### src/rtl/tbt_pkg.sv
package tbt_pkg;

  typedef struct packed {
    logic       ie;
    logic [1:0] isel;
    logic [1:0] osel;
  } tbt_ctl_t;

  // log2 of the interval period for a given select
  function automatic int irq_span_log2(input int base, input logic [1:0] sel);
    return base + 2 * int'(sel);
  endfunction

  // log2 of the settling wait; 0 encodes "no wait"
  function automatic int osc_span_log2(input int base, input logic [1:0] sel);
    return (sel == 2'd0) ? 0 : base + 2 * (int'(sel) - 1);
  endfunction

endpackage

### src/rtl/tbt_prescaler.sv
module tbt_prescaler #(
  parameter int CNT_W  = 18,
  parameter int TAP_LO = 1,
  parameter int TAP_N  = 4
) (
  input  logic             clk_i,
  input  logic             rst_ni,
  input  logic             clr_i,
  output logic [CNT_W:1]   carry_o,
  output logic [TAP_N-1:0] tap_o
);
  logic [CNT_W-1:0] cnt_q;
  logic             inc;

  assign inc = ~clr_i;

  always_ff @(posedge clk_i or negedge rst_ni) begin
    if (!rst_ni)    cnt_q <= '0;
    else if (clr_i) cnt_q <= '0;
    else            cnt_q <= cnt_q + 1'b1;
  end

  // carry_o[k]: the low k bits wrap at this edge, i.e. 2^k counts elapsed
  for (genvar k = 1; k <= CNT_W; k++) begin : g_carry
    assign carry_o[k] = inc & (&cnt_q[k-1:0]);
  end

  for (genvar i = 0; i < TAP_N; i++) begin : g_tap
    assign tap_o[i] = cnt_q[TAP_LO+i];
  end


  cnt_zero_after_clr_chk: assert property (@(posedge clk_i) disable iff (!rst_ni)
    clr_i |=> (cnt_q == '0));

  cnt_step_chk: assert property (@(posedge clk_i) disable iff (!rst_ni)
    !clr_i |=> (cnt_q == $past(cnt_q) + 1'b1));
endmodule

### src/rtl/tbt_intflag.sv
module tbt_intflag (
  input  logic clk_i,
  input  logic rst_ni,
  input  logic set_i,
  input  logic clr_wr_i,
  input  logic ie_i,
  output logic flag_o,
  output logic irq_o
);
  logic flag_q;

  always_ff @(posedge clk_i or negedge rst_ni) begin
    if (!rst_ni)       flag_q <= 1'b0;
    else if (set_i)    flag_q <= 1'b1;
    else if (clr_wr_i) flag_q <= 1'b0;
  end

  assign flag_o = flag_q;
  assign irq_o  = flag_q & ie_i;


  set_wins_chk: assert property (@(posedge clk_i) disable iff (!rst_ni)
    set_i |=> flag_o);

  clr_write_chk: assert property (@(posedge clk_i) disable iff (!rst_ni)
    (clr_wr_i && !set_i) |=> !flag_o);

  flag_source_chk: assert property (@(posedge clk_i) disable iff (!rst_ni)
    $rose(flag_o) |-> $past(set_i));
endmodule

### src/rtl/tbt_oscwait.sv
module tbt_oscwait #(
  parameter int CNT_W    = 18,
  parameter int OSC_BASE = 13
) (
  input  logic           clk_i,
  input  logic           rst_ni,
  input  logic           stop_i,
  input  logic [1:0]     osel_i,
  input  logic [CNT_W:1] carry_i,
  output logic           done_evt_o,
  output logic           ready_o
);
  import tbt_pkg::*;
  localparam int IDX_W = $clog2(CNT_W + 1);

  int               span;
  logic [IDX_W-1:0] idx;
  logic             ready_q;

  always_comb begin
    span = osc_span_log2(OSC_BASE, osel_i);
    idx  = IDX_W'(span);
    if (span == 0)           done_evt_o = 1'b1;
    else if (span <= CNT_W)  done_evt_o = carry_i[idx];
    else                     done_evt_o = 1'b0;
  end

  always_ff @(posedge clk_i or negedge rst_ni) begin
    if (!rst_ni)         ready_q <= 1'b0;
    else if (stop_i)     ready_q <= 1'b0;
    else if (done_evt_o) ready_q <= 1'b1;
  end

  assign ready_o = ready_q;


  ready_low_in_stop_chk: assert property (@(posedge clk_i) disable iff (!rst_ni)
    stop_i |=> !ready_o);

  ready_sticky_chk: assert property (@(posedge clk_i) disable iff (!rst_ni)
    (ready_o && !stop_i) |=> ready_o);
endmodule

### src/rtl/tbt_timebase.sv
module tbt_timebase #(
  parameter int CNT_W    = 18,
  parameter int IRQ_BASE = 12,
  parameter int OSC_BASE = 13,
  parameter int TAP_LO   = 1,
  parameter int TAP_N    = 4
) (
  input  logic             clk_i,
  input  logic             rst_ni,
  input  logic             stop_i,
  input  logic             ctl_we_i,
  input  logic             ctl_ie_i,
  input  logic [1:0]       ctl_isel_i,
  input  logic [1:0]       ctl_osel_i,
  input  logic             ctl_flag_i,
  input  logic             ctl_cnt_clr_i,
  output logic             ie_o,
  output logic [1:0]       isel_o,
  output logic [1:0]       osel_o,
  output logic             flag_o,
  output logic             irq_o,
  output logic [TAP_N-1:0] tap_o,
  output logic             wdt_clr_o,
  output logic             osc_ready_o
);
  import tbt_pkg::*;
  localparam int IDX_W = $clog2(CNT_W + 1);

  tbt_ctl_t         ctl_q;
  logic [CNT_W:1]   carry;
  logic             sw_clr, cnt_clr, flag_clr_wr, irq_evt, osc_done_evt;
  int               irq_span;
  logic [IDX_W-1:0] irq_idx;

  always_ff @(posedge clk_i or negedge rst_ni) begin
    if (!rst_ni)       ctl_q <= '{ie: 1'b0, isel: 2'd0, osel: 2'd3};
    else if (ctl_we_i) ctl_q <= '{ie: ctl_ie_i, isel: ctl_isel_i, osel: ctl_osel_i};
  end

  assign sw_clr      = ctl_we_i & ctl_cnt_clr_i;
  assign cnt_clr     = sw_clr | stop_i;
  assign flag_clr_wr = ctl_we_i & ~ctl_flag_i;
  assign wdt_clr_o   = cnt_clr;

  always_comb begin
    irq_span = irq_span_log2(IRQ_BASE, ctl_q.isel);
    irq_idx  = IDX_W'(irq_span);
    irq_evt  = (irq_span <= CNT_W) ? carry[irq_idx] : 1'b0;
  end

  tbt_prescaler #(.CNT_W(CNT_W), .TAP_LO(TAP_LO), .TAP_N(TAP_N)) u_cnt (
    .clk_i(clk_i), .rst_ni(rst_ni), .clr_i(cnt_clr),
    .carry_o(carry), .tap_o(tap_o));

  tbt_intflag u_flag (
    .clk_i(clk_i), .rst_ni(rst_ni), .set_i(irq_evt), .clr_wr_i(flag_clr_wr),
    .ie_i(ctl_q.ie), .flag_o(flag_o), .irq_o(irq_o));

  tbt_oscwait #(.CNT_W(CNT_W), .OSC_BASE(OSC_BASE)) u_osc (
    .clk_i(clk_i), .rst_ni(rst_ni), .stop_i(stop_i), .osel_i(ctl_q.osel),
    .carry_i(carry), .done_evt_o(osc_done_evt), .ready_o(osc_ready_o));

  assign ie_o   = ctl_q.ie;
  assign isel_o = ctl_q.isel;
  assign osel_o = ctl_q.osel;


  tap_low_after_clr_chk: assert property (@(posedge clk_i) disable iff (!rst_ni)
    wdt_clr_o |=> (tap_o == '0));

  no_event_in_stop_chk: assert property (@(posedge clk_i) disable iff (!rst_ni)
    stop_i |-> !irq_evt);

  no_done_in_stop_chk: assert property (@(posedge clk_i) disable iff (!rst_ni)
    (stop_i && osc_done_evt) |=> !osc_ready_o);
endmodule

### config.mk
export PLATFORM = sky130hd
export DESIGN_NAME = tbt_timebase
export DESIGN_NICKNAME = d
export VERILOG_FILES = /design/src/rtl/tbt_pkg.sv /design/src/rtl/tbt_prescaler.sv /design/src/rtl/tbt_intflag.sv /design/src/rtl/tbt_oscwait.sv /design/src/rtl/tbt_timebase.sv
export SDC_FILE = /design/constraint.sdc
export NUM_CORES = 1
export LEC_CHECK = 0
export ABC_AREA = 1
export BUFFER_PORTS_ARGS = -buffer_cell sky130_fd_sc_hd__buf_2
export CAP_MARGIN = 5
export CORE_MARGIN = 3
export CORE_UTILIZATION = 52
export CTS_BUF_LIST = sky130_fd_sc_hd__clkbuf_8
export DETAILED_ROUTE_END_ITERATION = 6
export GPL_TIMING_DRIVEN = 1
export PLACE_DENSITY = 0.77
export SKIP_CTS_REPAIR_TIMING = 1
export SLEW_MARGIN = 20
export SYNTH_ARGS = -nofsm -noshare
export SYNTH_HDL_FRONTEND = slang
export SYNTH_SLANG_ARGS = --single-unit
### constraint.sdc
create_clock -name clk_i -period 1.75 [get_ports clk_i]
set_input_delay 0.0875 -clock clk_i [delete_from_list [all_inputs] [get_ports clk_i]]
set_output_delay 0.0875 -clock clk_i [all_outputs]
set_load 0.01 [all_outputs]
; ---- Word-level counts from Yosys, hierarchy flattened
; Cells that the tools add are included.
[classes]
n_div = 0
magnitude_cmp = 4
mux = 13
n_reduce_logical = 21
multipliers = 0
shifts = 0
addsub = 4
eq_ne = 0
bitwise_logic = 24
[op_table]
columns = operator, n
row1 = $add A5 B32 Y32 const A, 1
row2 = $le A32 B6 Y1 const B, 1
row3 = $logic_not A32 Y1, 1
row4 = $mux W32, 1
row5 = $and A1 B1 Y1, 21
row6 = $add A18 B1 Y18 const B, 1
row7 = $mux W18, 1
row8 = $reduce_and A18 Y1, 1
row9 = $reduce_and A17 Y1, 1
row10 = $reduce_and A16 Y1, 1
row11 = $reduce_and A15 Y1, 1
row12 = $reduce_and A14 Y1, 1
row13 = $reduce_and A13 Y1, 1
row14 = $lt A5 B6 Y1 const B, 2
row15 = $reduce_and A12 Y1, 1
row16 = $reduce_and A11 Y1, 1
row17 = $bmux W1 S5, 2
row18 = $reduce_and A10 Y1, 1
row19 = $mux W1, 9
row20 = $reduce_and A9 Y1, 1
row21 = $reduce_and A8 Y1, 1
row22 = $reduce_and A7 Y1, 1
row23 = $reduce_and A6 Y1, 1
row24 = $add A4 B3 Y5 const A, 1
row25 = other kinds (10), 12
[word_totals]
elab_cells = 72
ramBits = 0
input_bits = 11
mem_bits_ro = 0
reg_bits = 25
mem_count = 0
latchBits = 0

; ---- Depth between registers and ports, before layout
; Gate-level depths: netlist of the first run.
[logic_depth]
ltp_word = 10
mapped_depth = 12

; ---- By module
; From an unflattened synthesis of the first run, not the netlist that was laid out.
[hier_totals]
cells_unflattened = 248
hier_area_um2 = 1762.9
[by_module_without_submodules]
columns = module, cells_per_inst, area_each_um2, n_inst, seq_area_each_um2
row1 = tbt_prescaler, 160, 1193.6, 1, 450.4
row2 = tbt_oscwait, 46, 265.3, 1, 25.0
row3 = tbt_timebase, 35, 256.5, 1, 127.6
row4 = tbt_intflag, 7, 47.5, 1, 25.0

; ---- Worst setup path before layout of the first run
; OpenSTA, ideal clock, no wires.
[synth_timing]
path_type = flip-flop to flip-flop
startpoint = reg ctl_q (netlist bit osel_o[0])
endpoint = reg u_osc.ready_q (netlist: u_osc.ready_o)
period_less_slack_ns = 1.791
setup_ns = 0.073
path_stages_with_launch = 11
t_required_ns = 1.677
arrival_ns = 1.718
slack_ns = -0.041
path_buffers = 0
path_cell_list = dfstp_2 -> inv_1 -> ha_1 -> inv_1 -> o21ai_0 -> or3_1 -> nand2_1 -> nand2_1 -> nand2_1 -> nand2_1 -> a21oi_2
[synth_between]
elab_chain_cells = 8
[synth_rtl]
columns = element, line_no
row1 = from (decl), tbt_timebase.sv:29  ; tbt_ctl_t ctl_q;
row2 = from (signal assigned), tbt_timebase.sv:36  ; if (!rst_ni) ctl_q <= '{ie: 1'b0, isel: 2'd0, osel: 2'd3};
row3 = from (signal assigned), tbt_timebase.sv:37  ; else if (ctl_we_i) ctl_q <= '{ie: ctl_ie_i, isel: ctl_isel_i, osel: ctl_osel_i};
row4 = $sub A2 B1 Y3, tbt_pkg.sv:16  ; return (sel == 2'd0) ? 0 : base + 2 * (int'(sel) - 1);
row5 = $add A5 B32 Y32, tbt_pkg.sv:16
row6 = $mux W32 *, tbt_pkg.sv:16
row7 = branches (longest 3 deep; another with $le A32 B6 Y1), -
row8 = $mux W1 *, tbt_oscwait.sv:23  ; if (span == 0) done_evt_o = 1'b1;
row9 = $reduce_bool A2 Y1 (no source line) *, -
row10 = to (signal assigned), tbt_oscwait.sv:29  ; if (!rst_ni) ready_q <= 1'b0;
row11 = to (signal assigned), tbt_oscwait.sv:30  ; else if (stop_i) ready_q <= 1'b0;
row12 = to (signal assigned), tbt_oscwait.sv:31  ; else if (done_evt_o) ready_q <= 1'b1;
row13 = to (decl), tbt_oscwait.sv:18  ; logic ready_q;
; Mark *: on every way between the ends. The select of a mux whose other input is x is not followed.
; A chain may end at the register's enable or synchronous reset.

; ---- Final worst setup path of the first run
; Same ends and word-level chain as after synthesis.

==> results of run 1 <==
stage by stage:
| stage | TNS [ps] | cells | util [%] | power (mW) | instance area, um^2 |
|---|---|---|---|---|---|
| floorplan | 0 | 171 | - | 0.711 | 1420 |
| global placement | 0 | 226 | 63.1 | 0.771 | 1590 |
| detailed placement | -32.9 | 226 | 63.1 | 0.781 | 1590 |
| CTS | -47.0 | 230 | 64.9 | 1.12 | 1640 |
| global route | -77.5 | 232 | 66.3 | 1.17 | 1670 |
| finish | 0 | 232 | 66.3 | 1.12 | 1670 |
cells in the mapped netlist:
cell type / n
a211oi_1: 1
a21oi_1: 9
a21oi_2: 1
a21oi_4: 1
and3_1: 1
buf_2: 2
buf_4: 4
dfrtp_1: 23
dfstp_2: 2
ha_1: 10
inv_1: 26
inv_2: 2
nand2_1: 35
nand2_2: 5
nand3_1: 4
nand3_2: 1
nand4_1: 4
nor2_1: 17
nor2_2: 3
nor2_4: 2
nor3_1: 5
o21a_1: 1
o21ai_0: 7
o21ai_1: 2
or3_1: 1
xor2_1: 2
state kept, by name (all words and copies together), names as in the netlist:
register,flops
u_cnt.cnt_q,18
osel_o,2
u_flag.flag_o,1
isel_o,2
ie_o,1
u_osc.ready_o,1
power by group:
part           internal [mW]  switching (mW)  leakage [nW]
logic                 0.0717          0.0971         0.520
clock network          0.159           0.178        0.0255
registers              0.598          0.0153         0.334
kinds of logic after synthesis:
group,synth area share [%]
adders and majority gates,8.90
DFF,44.7
buffers and inverters,10.3
xor gates and xnor gates,1.25
AOI/OAI and AO/OA,9.25
and+or+nand+nor,25.6
layout make-up:
type | instances | area share [%]
inverter | 28 | 6.43
sequential | 25 | 37.5
tap | 30 | 2.24
clock buffer | 3 | 2.47
multi-input combinational | 112 | 39.5
clock inverter | 1 | 0.299
timing repair buffer | 33 | 11.5
layout by cell type (no fill, tap or decap):
master,n
a211oi_1,1
a21oi_1,9
a21oi_2,1
a21oi_4,1
and3_1,1
buf_2,23
buf_4,9
clkbuf_8,3
clkinv_2,1
dfrtp_1,23
dfstp_2,2
dlygate4sd3_1,1
ha_1,7
ha_2,2
ha_4,1
inv_1,21
inv_2,6
inv_4,1
nand2_1,35
nand2_2,5
nand3_1,3
nand3_2,2
nand4_1,4
nor2_1,17
nor2_2,3
nor2_4,2
nor3_1,4
nor3_2,1
o21a_1,1
o21ai_0,7
o21ai_1,2
or3_1,1
xor2_1,2
layer usage:
layer / part of all wire, % / track usage [%] / wire (um) / vias up
li1: - / - / - / 592
met1: 45 / 22.1 / 1260 / 548
met2: 52 / 33.9 / 1450 / 14
met3: 2.0 / 1.34 / 55 / 2
met4: 0.90 / 5.96 / 25 / 0
met5: 0 / 0 / 0 / -
worst paths after layout:
| check | depth (start not counted) | start | to |
|---|---|---|---|
| worst max-delay path | 10 | osel_o[0]$_DFFE_PN1P_ | u_osc.ready_o$_DFFE_PN0P_ |
| worst min-delay path | 2 | stop_i | u_osc.ready_o$_DFFE_PN0P_ |
| worst max register to register | 10 | osel_o[0]$_DFFE_PN1P_ | u_osc.ready_o$_DFFE_PN0P_ |
| worst min register to register | 2 | ie_o$_DFFE_PN0P_ | ie_o$_DFFE_PN0P_ |
| max in group asynchronous | 2 | rst_ni | osel_o[1]$_DFFE_PN1P_ |
| min in group asynchronous | 2 | rst_ni | u_cnt.cnt_q[7]$_DFF_PN0_ |
==> key figures, run 1 <==
Die
  • Die footprint: 3360 um^2
  • Core area: 2520 um^2
  • Ports: 24
  • Overall die width: 58.0 um
  • Row count: 18
  • Initial Utilization: 55.8%
  • Die height: 58.0 um

Final layout
  • Area occupied by multi-input gates: 661 um^2
  • ANT cells: 0
  • Area grow syn2layout: 18.9%
  • Layout cells sized above 1: 31.2%
  • Register area: 628 um^2
  • Layout Nets: 224
  • FILL cells: 216

Clock tree
  • Clock Latency Late Sink: 260 ps
  • Sink Count: 25
  • Clk slew on worst S/H paths: 90 ps
  • Maximum level of the CTS H-tree: 1
  • Clk root buf: clkbuf_8
  • Clock Path Buffers: 2
  • CTS tree: yes
  • TritonCTS Buffers: 3

Routing
  • First-pass iteration count of the detailed router: 4
  • Antenna violation net count after detailed routing: 0
  • Via count: 1156
  • DR DRC count: 0
  • Via-to-Cell Ratio: 4.98
  • DR iter-0 viols: 30
  • Aggregate routed wire length: 2.79 mm
  • Wire length per cell: 12.0 um

STA
  • Clk_skew: 3.08 ps
  • Period utilisation layout: 97.2%
  • Hold Slack: 9.89 ps
  • Fmax: 588 MHz
  • Worst setup margin: 49.6 ps
  • Slew @ Worst Pin: 548 ps
  • Min cycle time layout: 1700 ps
  • Slew Limit Fails: 0
  • Final Hold Viols: 0
  • RSZ-0062 raised after global routing: true
  • Slew headroom: 63.5%
  • Setup violations, final: 0

Run status
  • Outcome: complete, no violations

Pwr
  • Peak VDD IR: 0.000672 V
  • Leak: 0.880 nW
  • Pwr dens: 669 nW/um^2

Worst setup path
  • Worst Setup Start Kind: register
  • R2R Setup Slk: 50 ps
  • CP most frequent cell: nand2_1
  • Critical path's largest stage delay: 570 ps
  • Req. time, crit path: 1950 ps
  • Largest delay share family, worst path: simple AND/OR/NAND/NOR gates
  • CP arrival: 1900 ps
  • Cell Chain, Critical Path: inv_4 -> ha_2 -> inv_2 -> a21oi_1 -> or3_1 -> nand2_1 -> nand2_1 -> nand2_1 -> nand2_1 -> a21oi_2
  • Worst Setup End Kind: register
  • CP Class: reg -> reg
  • Buf+Inv Stages, Crit Path: 2
  • CP max FO: 4
  • CP max-delay cell: dfstp_2

Place
  • Buffers on Ports: 23
  • DP HPWL: 2.14 mm
  • Pre-CTS WS: -32.9 ps
  • GP Congestion: 0.840

Logic synthesis
  • Cell count after synthesis: 171
  • Synth area leader: dfrtp_1
  • Ys Warns: 0
  • Sequential share of the synthesized area: 44.7%
  • Synth cell types: 26
  • Top cell type's share of synthesized area: 40.9%
  • Yosys reg bits: 25
  • Syn avg cell area: 8.22 um^2
  • Mapped cell area: 1410 um^2
  • Syn nets: 192
  • Synth area leaders: dfrtp_1 41%, nand2_1 9.3%, ha_1 8.9%

Global routing
  • Initial antenna violation count: 0
  • Number of global-route vias before repair: 1183
  • Largest net degree at the start of global routing: 26
  • Gr ovfl total: 0
  • First-pass GRT wire length: 4.86 mm
  • Overall routing resource usage: 18.2%

Worst hold path
  • HP Class: in -> reg

Job
  • MaxCap Viol Count: 0
No activity file was read; power rests on OpenSTA's default activity.
==> run 2: changes to the inputs <==
Settings changed: CORE_UTILIZATION 52 to 49, CTS_BUF_LIST sky130_fd_sc_hd__clkbuf_8 to not set, PLACE_DENSITY 0.77 to 0.73.
==> key figures, run 2 (synthesis gave the netlist of run 1 again) <==
Routing
  • Via count: 1200 (+3.8%)
  • Antenna violation net count after detailed routing: 0 (unchanged)
  • Wire length per cell: 12.8 um (+6.2%)
  • DR DRC count: 0 (unchanged)
  • First-pass iteration count of the detailed router: 4 (unchanged)
  • DR iter-0 viols: 24 (-20%)
  • Via-to-Cell Ratio: 5.06 (+1.6%)
  • Aggregate routed wire length: 3.03 mm (+8.5%)

Die
  • Row count: 18 (unchanged)
  • Ports: 24 (unchanged)
  • Die height: 59.6 um (+2.7%)
  • Core area: 2590 um^2 (+2.7%)
  • Initial Utilization: 54.3% (-1.5 points)
  • Die footprint: 3550 um^2 (+5.5%)
  • Overall die width: 59.6 um (+2.7%)

Clock tree
  • CTS tree: yes
  • Sink Count: 25 (unchanged)
  • Clock Path Buffers: 2 (unchanged)
  • Clock Latency Late Sink: 310 ps (+50 ps)
  • TritonCTS Buffers: 3 (unchanged)
  • Clk slew on worst S/H paths: 130 ps (+40 ps)
  • Clk root buf: clkbuf_4
  • Maximum level of the CTS H-tree: 1 (unchanged)

STA
  • Slew Limit Fails: 0 (unchanged)
  • RSZ-0062 raised after global routing: true
  • Worst setup margin: -5.84 ps (-55.4 ps)
  • Slew headroom: 61.9% (-1.6 points)
  • Slew @ Worst Pin: 572 ps (+23.8 ps)
  • Clk_skew: 6.63 ps (+3.54 ps)
  • Hold Slack: -13.1 ps (-23.0 ps)
  • Setup TNS: -5.84 ps (-5.84 ps)
  • Period utilisation layout: 100% (+3.2 points)
  • Final Hold Viols: 1 (+1)
  • Min cycle time layout: 1760 ps (+55.4 ps)
  • Fmax: 570 MHz (-3.2%)
  • Setup violations, final: 1 (+1)

Final layout
  • Commonest non-fill, non-tap cell in the layout: nand2_1
  • Max reg flops: 18 (unchanged)
  • FILL cells: 211 (-2.3%)
  • Final design utilization: 66.8% (+0.49 points)
  • Layout Nets: 229 (+2.2%)
  • Biggest register: u_cnt.cnt_q
  • Area occupied by multi-input gates: 688 um^2 (+4.2%)
  • Register area: 628 um^2 (unchanged)
  • Commonest cells after routing, fill and taps aside: 35 x nand2_1, 23 x dfrtp_1, 23 x buf_2, 21 x inv_1, 16 x nor2_1
  • Layout cells sized above 1: 32.4% (+1.2 points)
  • ANT cells: 0 (unchanged)
  • Area grow syn2layout: 23.0%

Worst hold path
  • HP Class: in -> reg

Pwr
  • Design Power: 1.07 mW (-4.3%)
  • Pwr dens: 619 nW/um^2 (-7.5%)
  • Peak VDD IR: 0.000449 V (-33%)
  • Leak: 0.890 nW (+1.2%)

Global routing
  • Gr ovfl total: 0 (unchanged)
  • Largest net degree at the start of global routing: 26 (unchanged)
  • Initial antenna violation count: 0 (unchanged)
  • First-pass GRT wire length: 4.91 mm (+0.99%)
  • Number of global-route vias before repair: 1104 (-6.7%)
  • Overall routing resource usage: 18.2% (-0.072 points)

Worst setup path
  • Worst Setup Start Kind: register
  • Req. time, crit path: 1960 ps (about the same)
  • Worst Setup End Kind: register
  • CP max FO: 4 (unchanged)
  • CP Class: reg -> reg
  • CP arrival: 1970 ps (+70 ps)

Run status
  • Outcome: finished with violations
  • Failing checks: negative hold slack, negative setup slack

Place
  • GP Congestion: 0.920 (+9.4%)
  • DP HPWL: 2.18 mm (+2.0%)
  • Pre-CTS WS: -88.2 ps (-55.3 ps)
  • Buffers on Ports: 23 (unchanged)

Job
  • MaxCap Viol Count: 0 (unchanged)
==> run 2: cell count changes in the layout (fill, tap and decap cells not counted), moves of 2 or more <==
cell,before,now
buf_4,9,11
clkbuf_8,3,0
inv_4,1,3
dlygate4sd3_1,1,4
clkbuf_4,0,3
inv_2,6,4
ha_4,1,3
==> run 2: final cells by class <==
class                   count  share of cell area (%)
clock buffers               4                    1.52
inverters                  28                    6.51
flip-flops and latches     25                    36.3
repair buffers             38                    13.7
well taps                  30                    2.17
multi-input cells         112                    39.8
==> run 2: per-stage QoR <==
step,hold WS (ps),instances,instance area (um^2)
2_1_floorplan,-208,171,1420
3_3_place_gp,104,224,1580
3_5_place_dp,110,224,1580
4_1_cts,-240,228,1600
5_1_grt,10.4,237,1730
6_report,-13.1,237,1730
==> run 2: layer usage <==
layer	vias up	global-route usage, %	wire length [um]
li1	607	-	-
met1	567	23.5	1330
met2	22	31.2	1570
met3	4	1.96	75
met4	0	6.65	46
met5	-	0	0
==> run 2: worst paths after layout <==
check | from | end | slack (ps) | cells after the start
worst max register to register | osel_o[1]$_DFFE_PN1P_ | u_osc.ready_o$_DFFE_PN0P_ | -6 | 10
max in group asynchronous | rst_ni | isel_o[0]$_DFFE_PN0P_ | 1080 | 2
worst min-delay path | ctl_osel_i[1] | osel_o[1]$_DFFE_PN1P_ | -10 | 3
worst max-delay path | osel_o[1]$_DFFE_PN1P_ | u_osc.ready_o$_DFFE_PN0P_ | -6 | 10
min in group asynchronous | rst_ni | u_cnt.cnt_q[15]$_DFF_PN0_ | 290 | 2
worst min register to register | ie_o$_DFFE_PN0P_ | ie_o$_DFFE_PN0P_ | 510 | 2
==> run 2: power breakdown <==
| part | leakage (nW) | switching [mW] | internal [mW] |
|---|---|---|---|
| combinational | 0.541 | 0.115 | 0.0909 |
| sequential | 0.334 | 0.0170 | 0.598 |
| clock | 0.0150 | 0.161 | 0.0888 |
| total | 0.890 | 0.293 | 0.778 |
==> run 2: critical path, cell delays in order (launching register included) <==
cell	delay, ps
dfstp_2	600
inv_4	60
ha_4	160
buf_4	140
nor3_1	270
or3_1	170
nand2_1	50
nand2_1	50
nand2_1	40
nand2_1	70
a21oi_2	50
==> run 3: changes to the inputs <==
Settings changed: ABC_AREA 1 to not set, CORE_UTILIZATION 49 to 41, CTS_BUF_LIST set to sky130_fd_sc_hd__clkbuf_8, PLACE_DENSITY 0.73 to 0.63.
==> key figures, run 3 <==
Logic synthesis
  • Most frequent cell after synthesis: dfrtp_1
  • Synth area leader: dfrtp_1
  • Synth area leaders: dfrtp_1 43%, ha_1 9.3%, nor2_1 4.5%
  • Syn nets: 154 (-20%)
  • Ys Warns: 0 (unchanged)
  • Post-synth EDFFs: 0 (unchanged)
  • Syn avg cell area: 10.1 um^2 (+23%)
  • Yosys reg bits: 25 (unchanged)
  • Ys flop type: dfrtp_1
  • Top cell type's share of synthesized area: 43.0% (+2.0 points)
  • Top cells by count, synth: 23 x dfrtp_1, 16 x nor2_1, 12 x nand2_1, 10 x ha_1, 7 x inv_1
  • Synth cell types: 35 (+35%)
  • Cell count after synthesis: 133 (-22%)
  • Sequential share of the synthesized area: 46.9% (+2.2 points)
  • Ys async rst share: 100% (unchanged)
  • Mapped cell area: 1340 um^2 (-4.7%)

Worst setup path
  • Buf+Inv Stages, Crit Path: 0 (-2)
  • CP most frequent cell: ha_2
  • WP depth: 8 (-2)
  • CP max FO: 3 (-1)
  • CP Class: reg -> reg
  • Cell Chain, Critical Path: ha_2 -> nand3_2 -> or4_4 -> nor2_2 -> ha_2 -> nand2_1 -> a211o_1 -> a221oi_2
  • R2R depth: 8 (-2)
  • R2R Setup Slk: -240 ps (-230 ps)
  • Terminus of the critical flop-to-flop path: u_osc.ready_o$_DFFE_PN0P_
  • Critical path's largest stage delay: 440 ps (-160 ps)
  • Worst Setup Start Kind: register
  • Worst setup endpoint: u_osc.ready_o$_DFFE_PN0P_
  • Req. time, crit path: 1930 ps (-30 ps)
  • Worst Setup End Kind: register
  • CP max-delay cell: or4_4
  • Worst r2r src: u_cnt.cnt_q[1]$_DFF_PN0_
  • Setup crit start: u_cnt.cnt_q[1]$_DFF_PN0_
  • Largest delay share family, worst path: simple AND/OR/NAND/NOR gates
  • CP arrival: 2170 ps (+200 ps)

Clock tree
  • Clock Latency Late Sink: 270 ps (-40 ps)
  • Clk root buf: clkbuf_8
  • TritonCTS Buffers: 3 (unchanged)
  • Maximum level of the CTS H-tree: 1 (unchanged)
  • CTS tree: yes
  • Clk slew on worst S/H paths: 90 ps (-40 ps)
  • Sink Count: 25 (unchanged)
  • Clock Path Buffers: 2 (unchanged)

Global routing
  • First-pass GRT wire length: 4.97 mm (+1.3%)
  • Number of global-route vias before repair: 1086 (-1.6%)
  • Largest net degree at the start of global routing: 26 (unchanged)
  • Gr ovfl total: 0 (unchanged)
  • Initial antenna violation count: 0 (unchanged)
  • Overall routing resource usage: 15.7% (-2.4 points)

Die
  • Row count: 20 (+2)
  • Die height: 63.2 um (+6.0%)
  • Die footprint: 3990 um^2 (+12%)
  • Initial Utilization: 43.5% (-11 points)
  • Ports: 24 (unchanged)
  • Core area: 3080 um^2 (+19%)
  • Overall die width: 63.2 um (+6.0%)

Pwr
  • Pwr dens: 655 nW/um^2 (+5.9%)
  • Design Power: 1.10 mW (+2.7%)
  • Peak VDD IR: 0.000316 V (-30%)
  • Leak: 0.825 nW (-7.3%)

STA
  • Slew @ Worst Pin: 562 ps (-9.32 ps)
  • Setup violations, final: 1 (unchanged)
  • RSZ-0062 raised after global routing: true
  • Hold Slack: -7.43 ps (+5.67 ps)
  • Fmax: 503 MHz (-12%)
  • Final Hold Viols: 1 (unchanged)
  • Slew headroom: 62.5% (+0.62 points)
  • Clk_skew: 4.90 ps (-1.72 ps)
  • Min cycle time layout: 1990 ps (+230 ps)
  • Worst setup margin: -236 ps (-230 ps)
  • Slew Limit Fails: 0 (unchanged)
  • Period utilisation layout: 113% (+13 points)

Final layout
  • Max reg flops: 18 (unchanged)
  • Biggest register: u_cnt.cnt_q
  • Commonest cells after routing, fill and taps aside: 23 x dfrtp_1, 23 x buf_2, 18 x buf_4, 15 x nor2_1, 12 x nand2_1
  • Area grow syn2layout: 25.3%
  • Layout cells sized above 1: 34.9% (+2.5 points)
  • ANT cells: 0 (unchanged)
  • Layout Nets: 194 (-15%)
  • FILL cells: 282 (+34%)

Job
  • MaxCap Viol Count: 0 (unchanged)

Routing
  • Via count: 1066 (-11%)
  • Via-to-Cell Ratio: 4.94 (-2.5%)
  • DR DRC count: 0 (unchanged)
  • Aggregate routed wire length: 2.83 mm (-6.4%)
  • Antenna violation net count after detailed routing: 0 (unchanged)
  • DR iter-0 viols: 72 (+200%)
  • First-pass iteration count of the detailed router: 4 (unchanged)
  • Wire length per cell: 13.1 um (+2.7%)

Place
  • Pre-CTS WS: -249 ps (-161 ps)
  • GP Congestion: 0.790 (-14%)
  • Buffers on Ports: 23 (unchanged)
  • DP HPWL: 2.15 mm (-1.4%)

Run status
  • Outcome: finished with violations
  • Failing checks: negative hold slack, negative setup slack

Worst hold path
  • HP Class: in -> reg
[run 3: changes by cell type in the layout (fill, tap and decap cells not counted), sizes merged, moves of 5 or more]
cell	previous run	this run
inv	28	8
nand2	40	12
and2	0	6
o21ai	9	3
a21oi	11	5
nor2	22	16
buf	34	41
xnor2	0	5
[run 3: cell families (layout without fill, tap and decap cells)]
logic type	count (synthesis)	in the layout	synth area share, %
AND/OR/NAND/NOR	56	56	21.8
flip-flops	25	25	46.9
AO/OA/AOI/OAI	16	16	8.50
buffers and inverters	14	53	5.04
adder cells (fa/ha/maj)	10	10	9.34
XOR/XNOR	8	8	5.23
multiplexers	4	4	3.27
[run 3: where the power goes]
part / total [mW] / switching, mW / leakage (nW) / internal, mW
registers: 0.613 / 0.0140 / 0.333 / 0.599
logic: 0.149 / 0.0837 / 0.465 / 0.0649
clock network: 0.338 / 0.181 / 0.0269 / 0.157
[run 3: area by class of cell]
type	count	area, um^2	share of cell area, %
Sequential cell	25	628	37.4
Timing Repair Buffer	42	260	15.5
Clock inverter	1	3.75	0.224
Multi-Input combinational cell	94	664	39.6
Inverter	7	26.3	1.56
Tap cell	44	55.1	3.28
Clock buffer	3	41.3	2.46
[run 3: per-stage QoR]
step           area (um^2)  util [%]  instances  setup TNS [ps]  hold WS [ps]
6_report              1680      54.6        216            -236         -7.43
5_1_grt               1680      54.6        216            -327         0.276
3_3_place_gp          1620      52.5        211            -188           109
3_5_place_dp          1620      52.5        211            -249           119
2_1_floorplan         1350         -        133            -254          -208
4_1_cts               1660      53.9        215            -271          -183
[run 3: routing by layer]
layer | up-vias | track usage (%) | share of wire [%]
li1 | 532 | - | -
met2 | 12 | 25.4 | 48
met3 | 5 | 2.32 | 2.2
met1 | 517 | 21.0 | 48
met4 | 0 | 6.47 | 1.7
met5 | - | 0 | 0
[run 3: worst min-delay path by stage]
stage / slack [ps] / start / depth (start not counted) / end
floorplan: -210 / rst_ni / 0 / ie_o$_DFFE_PN0P_
global placement: 110 / rst_ni / 1 / u_osc.ready_o$_DFFE_PN0P_
detailed placement: 120 / rst_ni / 1 / u_osc.ready_o$_DFFE_PN0P_
CTS: -180 / rst_ni / 1 / u_osc.ready_o$_DFFE_PN0P_
global route: 0.3 / stop_i / 2 / u_osc.ready_o$_DFFE_PN0P_
finish: -7 / stop_i / 2 / u_osc.ready_o$_DFFE_PN0P_
